File: src/rtl/dwt_demux_pkg.sv
package dwt_demux_pkg;

    // Pair-assembly states of the slot scheduler
    typedef enum logic {
        ST_WANT_LO = 1'b0,
        ST_WANT_HI = 1'b1
    } pair_state_t;

    // Level carried by a slot number: 1 + trailing zeros, 0 when idle
    function automatic int unsigned slot_level(input logic [7:0] num);
        int unsigned r;
        r = 0;
        for (int b = 7; b >= 0; b--) begin
            if (num[b]) r = b + 1;
        end
        return r;
    endfunction

    // Slots a level-lvl word waits so that sample 0 lines up with level 'levels'
    function automatic int lane_delay(input int levels, input int lvl);
        return (1 << (levels - 1)) - (1 << (lvl - 1));
    endfunction

endpackage

File: src/rtl/dwt_slot_sched.sv
module dwt_slot_sched
    import dwt_demux_pkg::*;
#(
    parameter int LEVELS = 4,
    parameter int W      = 16
) (
    input  logic              clk,
    input  logic              rst,
    input  logic              in_vld,
    input  logic              in_hi,
    input  logic [W-1:0]      in_data,
    output logic              step_fire,
    output logic [LEVELS-1:0] step_lvl,
    output logic [W-1:0]      step_lo,
    output logic [W-1:0]      step_hi
);

    localparam int CW = LEVELS;

    pair_state_t   state_q;
    pair_state_t   state_d;
    logic          load_lo;
    logic [W-1:0]  lo_q;
    logic [CW-1:0] slot_q;
    int unsigned   cur_lvl;

    // State register
    always_ff @(posedge clk) begin
        if (rst) state_q <= ST_WANT_LO;
        else     state_q <= state_d;
    end

    // Next-state logic
    always_comb begin
        state_d = state_q;
        unique case (state_q)
            ST_WANT_LO: if (in_vld && !in_hi) state_d = ST_WANT_HI;
            ST_WANT_HI: if (in_vld && in_hi)  state_d = ST_WANT_LO;
            default:    state_d = ST_WANT_LO;
        endcase
    end

    // Outputs of the state machine
    always_comb begin
        step_fire = 1'b0;
        load_lo   = 1'b0;
        unique case (state_q)
            ST_WANT_LO: load_lo = in_vld && !in_hi;
            ST_WANT_HI: begin
                load_lo   = in_vld && !in_hi;
                step_fire = in_vld && in_hi;
            end
            default: ;
        endcase
    end

    // Held low word and slot counter
    always_ff @(posedge clk) begin
        if (rst) begin
            lo_q   <= '0;
            slot_q <= CW'(1);
        end else begin
            if (load_lo)   lo_q   <= in_data;
            if (step_fire) slot_q <= slot_q + CW'(1);
        end
    end

    assign cur_lvl = slot_level(8'(slot_q));
    assign step_lo = lo_q;
    assign step_hi = in_data;

    for (genvar j = 0; j < LEVELS; j++) begin : g_lvl
        assign step_lvl[j] = step_fire && (cur_lvl == (j + 1));
    end

endmodule

File: src/rtl/dwt_lane_delay.sv
module dwt_lane_delay #(
    parameter int W     = 16,
    parameter int DEPTH = 0
) (
    input  logic         clk,
    input  logic         rst,
    input  logic         shift,
    input  logic         in_vld,
    input  logic [W-1:0] in_data,
    output logic         out_vld,
    output logic [W-1:0] out_data
);

    if (DEPTH == 0) begin : g_direct
        always_ff @(posedge clk) begin
            if (rst) begin
                out_vld  <= 1'b0;
                out_data <= '0;
            end else begin
                out_vld <= shift && in_vld;
                if (shift) out_data <= in_data;
            end
        end
    end else begin : g_chain
        logic [W-1:0]     st_d [DEPTH];
        logic [DEPTH-1:0] st_v;

        always_ff @(posedge clk) begin
            if (rst) begin
                st_v     <= '0;
                out_vld  <= 1'b0;
                out_data <= '0;
                for (int j = 0; j < DEPTH; j++) st_d[j] <= '0;
            end else begin
                out_vld <= 1'b0;
                if (shift) begin
                    st_v[0] <= in_vld;
                    st_d[0] <= in_data;
                    for (int j = 1; j < DEPTH; j++) begin
                        st_v[j] <= st_v[j-1];
                        st_d[j] <= st_d[j-1];
                    end
                    out_vld  <= st_v[DEPTH-1];
                    out_data <= st_d[DEPTH-1];
                end
            end
        end
    end

endmodule

File: src/rtl/dwt_demux_align.sv
module dwt_demux_align
    import dwt_demux_pkg::*;
#(
    parameter int LEVELS = 4,   // 1 .. 8
    parameter int W      = 16
) (
    input  logic                clk,
    input  logic                rst,
    input  logic                in_vld,
    input  logic                in_hi,
    input  logic [W-1:0]        in_data,
    output logic [LEVELS-1:0]   det_vld,
    output logic [LEVELS*W-1:0] det_data,
    output logic                apx_vld,
    output logic [W-1:0]        apx_data
);

    logic              step_fire;
    logic [LEVELS-1:0] step_lvl;
    logic [W-1:0]      step_lo;
    logic [W-1:0]      step_hi;

    dwt_slot_sched #(.LEVELS(LEVELS), .W(W)) u_sched (
        .clk       (clk),
        .rst       (rst),
        .in_vld    (in_vld),
        .in_hi     (in_hi),
        .in_data   (in_data),
        .step_fire (step_fire),
        .step_lvl  (step_lvl),
        .step_lo   (step_lo),
        .step_hi   (step_hi)
    );

    // One detail lane per level, each with its own alignment depth
    for (genvar i = 0; i < LEVELS; i++) begin : g_det
        localparam int DLY = lane_delay(LEVELS, i + 1);
        dwt_lane_delay #(.W(W), .DEPTH(DLY)) u_lane (
            .clk      (clk),
            .rst      (rst),
            .shift    (step_fire),
            .in_vld   (step_lvl[i]),
            .in_data  (step_hi),
            .out_vld  (det_vld[i]),
            .out_data (det_data[i*W +: W])
        );
    end

    // Deepest-level approximation needs no delay
    dwt_lane_delay #(.W(W), .DEPTH(0)) u_apx (
        .clk      (clk),
        .rst      (rst),
        .shift    (step_fire),
        .in_vld   (step_lvl[LEVELS-1]),
        .in_data  (step_lo),
        .out_vld  (apx_vld),
        .out_data (apx_data)
    );

endmodule

File: config.mk
export PLATFORM = sky130hd
export DESIGN_NAME = dwt_demux_align
export DESIGN_NICKNAME = d
export VERILOG_FILES = /design/src/rtl/dwt_demux_pkg.sv /design/src/rtl/dwt_slot_sched.sv /design/src/rtl/dwt_lane_delay.sv /design/src/rtl/dwt_demux_align.sv
export SDC_FILE = /design/constraint.sdc
export NUM_CORES = 1
export LEC_CHECK = 0
export BUFFER_PORTS_ARGS = -buffer_cell sky130_fd_sc_hd__buf_2
export CAP_MARGIN = 20
export CORE_ASPECT_RATIO = 1.2
export CORE_UTILIZATION = 51
export CTS_CLUSTER_DIAMETER = 40
export DETAILED_ROUTE_END_ITERATION = 6
export HOLD_SLACK_MARGIN = 0.06
export PLACE_DENSITY = 0.82
export SKIP_LAST_GASP = 1
export SLEW_MARGIN = 0
export SYNTH_ARGS = -nofsm -noshare
export SYNTH_HDL_FRONTEND = slang
export SYNTH_SLANG_ARGS = --single-unit
File: constraint.sdc
create_clock -name clk -period 4.9 [get_ports clk]
set_input_delay 0.98 -clock clk [delete_from_list [all_inputs] [get_ports clk]]
set_output_delay 0.98 -clock clk [all_outputs]
set_load 0.02 [all_outputs]
# Yosys cells after proc, flatten, opt, wreduce, memory -nomap -nowiden
# Memory sizes are Yosys's and may differ from the RTL's. A register that Yosys moved wholly into a read port is not among the register bits.
# Cells that the tools add are included.
word_totals:
  reg_bits: 74
  out_inout_bits: 85
  input_bits: 20
  elab_cells: 78
  ramBits: 272
  n_memories: 3
mem_list:
  columns: ["memory", "words", "width", "rd", "rd_clocked_by_memory_dff", "write_ports", "line_no", "source"]
  rows:
  - ["g_det[0].u_lane.g_chain.st_d", 7, 16, 7, 1, 7, "dwt_lane_delay.sv:25", "logic [W-1:0] st_d [DEPTH];"]
  - ["g_det[1].u_lane.g_chain.st_d", 6, 16, 6, 1, 6, "dwt_lane_delay.sv:25", null]
  - ["g_det[2].u_lane.g_chain.st_d", 4, 16, 4, 1, 4, "dwt_lane_delay.sv:25", null]
op_classes:
  n_eq_ne: 4
  n_addsub: 1
  n_reduce_logical: 9
  mux: 30
  bitwise: 19
ops:
  columns: ["cell", "count"]
  rows:
  - ["$mux W16", 17]
  - ["$or A1 B1 Y1", 17]
  - ["$mux W3", 4]
  - ["$mux W1", 8]
  - ["$logic_and A1 B1 Y1", 7]
  - ["$eq A3 B2 Y1 const B", 2]
  - ["$add A4 B1 Y4 const B", 1]
  - ["$eq A3 B1 Y1 const B", 1]
  - ["$eq A3 B3 Y1 const B", 1]
  - ["$not A1 Y1", 2]
  - ["$pmux W1 S2", 1]
  - ["$reduce_or A2 Y1", 1]
  - ["$logic_not A1 Y1", 1]

# Longest topological paths before layout
logic_depth:
  word_depth: 7
  ltp_mapped: 6
  mapped_depth_nobuf: 4

# Cells and area by module
# Synthesis repeated with hierarchy kept, for this count alone.
unflattened:
  cells_unflattened: 1021
  area_unflattened_um2: 14690.3
by_module_without_submodules:
  columns: ["mod", "seq_area_each_um2", "area_each_um2", "cells_each", "n_inst"]
  rows:
  - ["dwt_lane_delay (g_det[0].u_lane)", 3843.7, 4996.0, 314, 1]
  - ["dwt_lane_delay (g_det[1].u_lane)", 3343.2, 4370.4, 277, 1]
  - ["dwt_lane_delay (g_det[2].u_lane)", 2342.2, 3144.3, 204, 1]
  - ["dwt_lane_delay (g_det[3].u_lane ...)", 340.3, 609.3, 55, 2]
  - ["dwt_slot_sched", 420.4, 960.9, 116, 1]

# Worst setup path after synthesis
# Ideal clock, no wire load.
synth_timing:
  path_type: "in2reg"
  from: "in rst"
  to: "mem g_det[0].u_lane.g_chain.st_d[1][0] (enable)"
  cell_stages: 3
  setup_slack_ns: 0.196
  required_time_ns: 4.410
  path_buffers: 2
  arrival_time_ns: 4.214
  setup_ns: 0.490
  path_cell_list: "buf_2 buf_1 nand2b_1"
synth_rtl:
  columns: ["element", "line_no", "source"]
  rows:
  - ["start, declared", "dwt_demux_align.sv:8", "input logic rst,"]
  - ["end, declared", "dwt_lane_delay.sv:25", null]

==> metrics.md <==
| Metric | Value |
|---|---|
| Status | finished, violations left |
| Failing checks | DRC |
| Crit-path max FO | between 60 and 70 |
| Fin nets | 870 |
| Synth-to-Final Area Change | 15.7% |
| Core area | approximately 16000 sq um |
| Peak Freq | approximately 370 MHz |
| Hold/Removal Path Class | flip-flop to flip-flop |
| CTS resizes | 0 |
| Via count | about 5300 |
| Num CTS Buffers | 24 |
| Max Slew Vio Count | 0 |
| Leak pwr | 3.74 nW |
| Critical path launch point type | primary input |
| # rows | slightly above 50 |
| Critical Path RT | between 5 and 6 ns |
| Worst reg2reg path depth | 4 |
| Vias per std cell | 4.95 |
| GRT Total Usage | 0.172 |
| IR drop worst, VDD | ~0.26 mV |
| Register area share after synthesis | 0.689 |
| CTS Sinks | approximately 230 |
| DRT iter0 DRCs | ~360 |
| Met3 Use GR | 0.0300 |
| Critical Path, Cell by Cell | buf_4 -> nand2b_4 -> buf_4 |
| Detailed Routing Iterations Pass 1 | 6 |
| Avg Synthesized Cell Area | 11.0 sq um |
| Synth warnings | 0 |
| Hold-critical path depth | 2 |
| Worst-margin pin slew | 1.04 ns |
| CP most frequent cell | buf_4 |
| Tmin final | around 2.7 ns |
| Worst setup path class | primary input to flip-flop |
| Die Area | approximately 17000 sq um |
| Hold Violations, Final | 0 |
| Final setup viols | 0 |
| Hold_buf cts | 0 |
| Power per cell area | 405 nW/um^2 |
| Critical Path Slowest Stage Cell | nand2b_4 |
| Reg clk slew, reported paths | 0.06 ns |
| CTS tree | done |
| Clk_lat worst skew | about 0.52 ns |
| Initial antenna violation count | 0 |
| Post-Synth XOR/XNOR Area | 0.00104 |
| Layout cells sized above 1 | 0.186 |
| Setup Skew | 0.0251 ns |
| DR WL/cell | 13.6 um |
| Final HPWL from detailed placement | between 8000 and 9000 um |
| Area share of fa/ha/maj cells after synthesis | 0.00297 |
| Io pins | around 110 |
| Port-buffer cells | between 100 and 150 |
| H-tree levels | 1 |
| TNS Setup | 0 ns |
| Combinational family with the most area after synthesis | simple AND/OR/NAND/NOR gates |
| Global-route wire length before repair | around 24000 um |
| CP arrival | ~2.9 ns |
| Synth Area in Simple Gates | 0.197 |
| RSZ-0062 raised after global routing | false |
| Initial core utilization | 0.520 |
| DIE HEIGHT | ~140 um |
| Commonest non-fill, non-tap cells in the layout | nand2_1, dfxtp_1, edfxtp_1, a21oi_1, buf_2 |
| Met1 Usage GRT | 0.213 |
| GR peak layer | met2 |
| Residual DRC count | 4 |
| Dpl ws | 1.65 ns |
| Root buffer cell | clkbuf_16 |
| Worst-case setup margin in the final layout | about 2.2 ns |
| Vias in the first global route | about 4900 |
| Overflow after GRT | 0 |
| Crit share post-route | 0.554 |
| CP peak stage delay | around 0.83 ns |
| Register bit count reported by yosys | approximately 230 |
| GR Util met2 | 0.304 |
| Die W | 119 um |
| Relative slew slack | 0.305 |
| N_diodes | 0 |
| Total Power | a little under 4 mW |
| Min Hold Slack | ~0.45 ns |
| Syn Inst Count | between 700 and 800 |
| WL final | about 15000 um |
| Max-capacitance violation count | 0 |
| Most common cell after layout, fill and taps aside | nand2_1 |
| Largest net degree at the start of global routing | 100 |
| Postcts setup bufs | 0 |
| Post-synthesis mux area share | 0 |
| Count of cell types in the netlist | 29 |
| Post-synthesis compound-gate area fraction | 0.0761 |
| Net Count, Synth | around 790 |
| Synthesized area | 8420 sq um |
| Deepest clock path buffer count | 3 |
| Crit path capture type | flip-flop |
| GPL Wtd Cong | just over 0.8 |
| Final antenna-violating net count | 0 |
## power breakdown
group          internal (mW)  switching [mW]  leakage, nW
Combinational         0.0353           0.100         1.24
Sequential              2.11          0.0230         2.15
Clock                  0.958           0.712        0.359
Total                   3.10           0.835         3.74
## kinds of logic after synthesis
logic type,after synthesis
buf+inv,56
fa+ha+maj,2
compound gates,118
xor+xnor,1
flops,234
simple gates,356
## critical path, delay by kind of cell
kind | cells | cell delay [ns]
AND/OR/NAND/NOR | 1 | 0.83
buffers and inverters | 2 | 1.00
## through the flow
stage / std cells / cell area [sq um] / util
detailed placement: 1033 / 8990 / 0.555
global route: 1078 / 9740 / 0.601
global placement: 1033 / 8990 / 0.555
floorplan: 767 / 8420 / -
CTS: 1077 / 9730 / 0.600
finish: 1078 / 9740 / 0.601
## area by class of cell
type	count	area (sq um)
clock buffer	34	668
clock inverter	10	72.6
fill	1298	6470
inverter	1	3.75
multi-input combinational	477	2360
sequential	234	5810
tap	212	265
timing repair buffer	110	568
## synthesized netlist by cell type (all sizes together)
cell type    n  area share
nand2      226        0.10
dfxtp      122        0.29
a21oi      114       0.072
edfxtp     112        0.40
and2        99       0.074
buf         31       0.022
clkbuf      24       0.011
nor2b       17       0.013
nor2         5      0.0031
nand3        3      0.0024
a211oi       2      0.0024
ha           2      0.0030
nand2b       2      0.0015
a21o         1     0.00089
and3         1     0.00074
and4b        1      0.0012
inv          1     0.00045
nand4        1     0.00074
o21ai        1     0.00059
or3          1     0.00074
xor2         1      0.0010
## state kept, by name, indices dropped and copies added, names as in the netlist
name,count
u_apx.out_data,16
u_sched.slot_q,4
u_sched.state_q,1
g_det.u_lane.g_chain.st_v,17
u_sched.step_lo,16
g_det.u_lane.out_data,64
g_det.u_lane.g_chain.st_d,112
g_det.u_lane.out_vld,4
## path summary, 6_finish.rpt
kind                                    startpoint                                  end  slack [ns]
worst min-delay path            u_sched.step_lo[2]                    u_apx.out_data[2]        0.45
worst max-delay path                           rst   g_det[2].u_lane.g_chain.st_d[3][1]        2.19
worst max register to register     u_sched.state_q  g_det[0].u_lane.g_chain.st_d[1][10]        2.43
worst min register to register  u_sched.step_lo[2]                    u_apx.out_data[2]        0.45
## routing by layer
metal / up-vias / wire, um
met3: 25 / 767
met2: 156 / 7380
met1: 2465 / 6220
met5: - / 0
met4: 0 / 264
li1: 2686 / -
(Power assumes the default switching activity.)
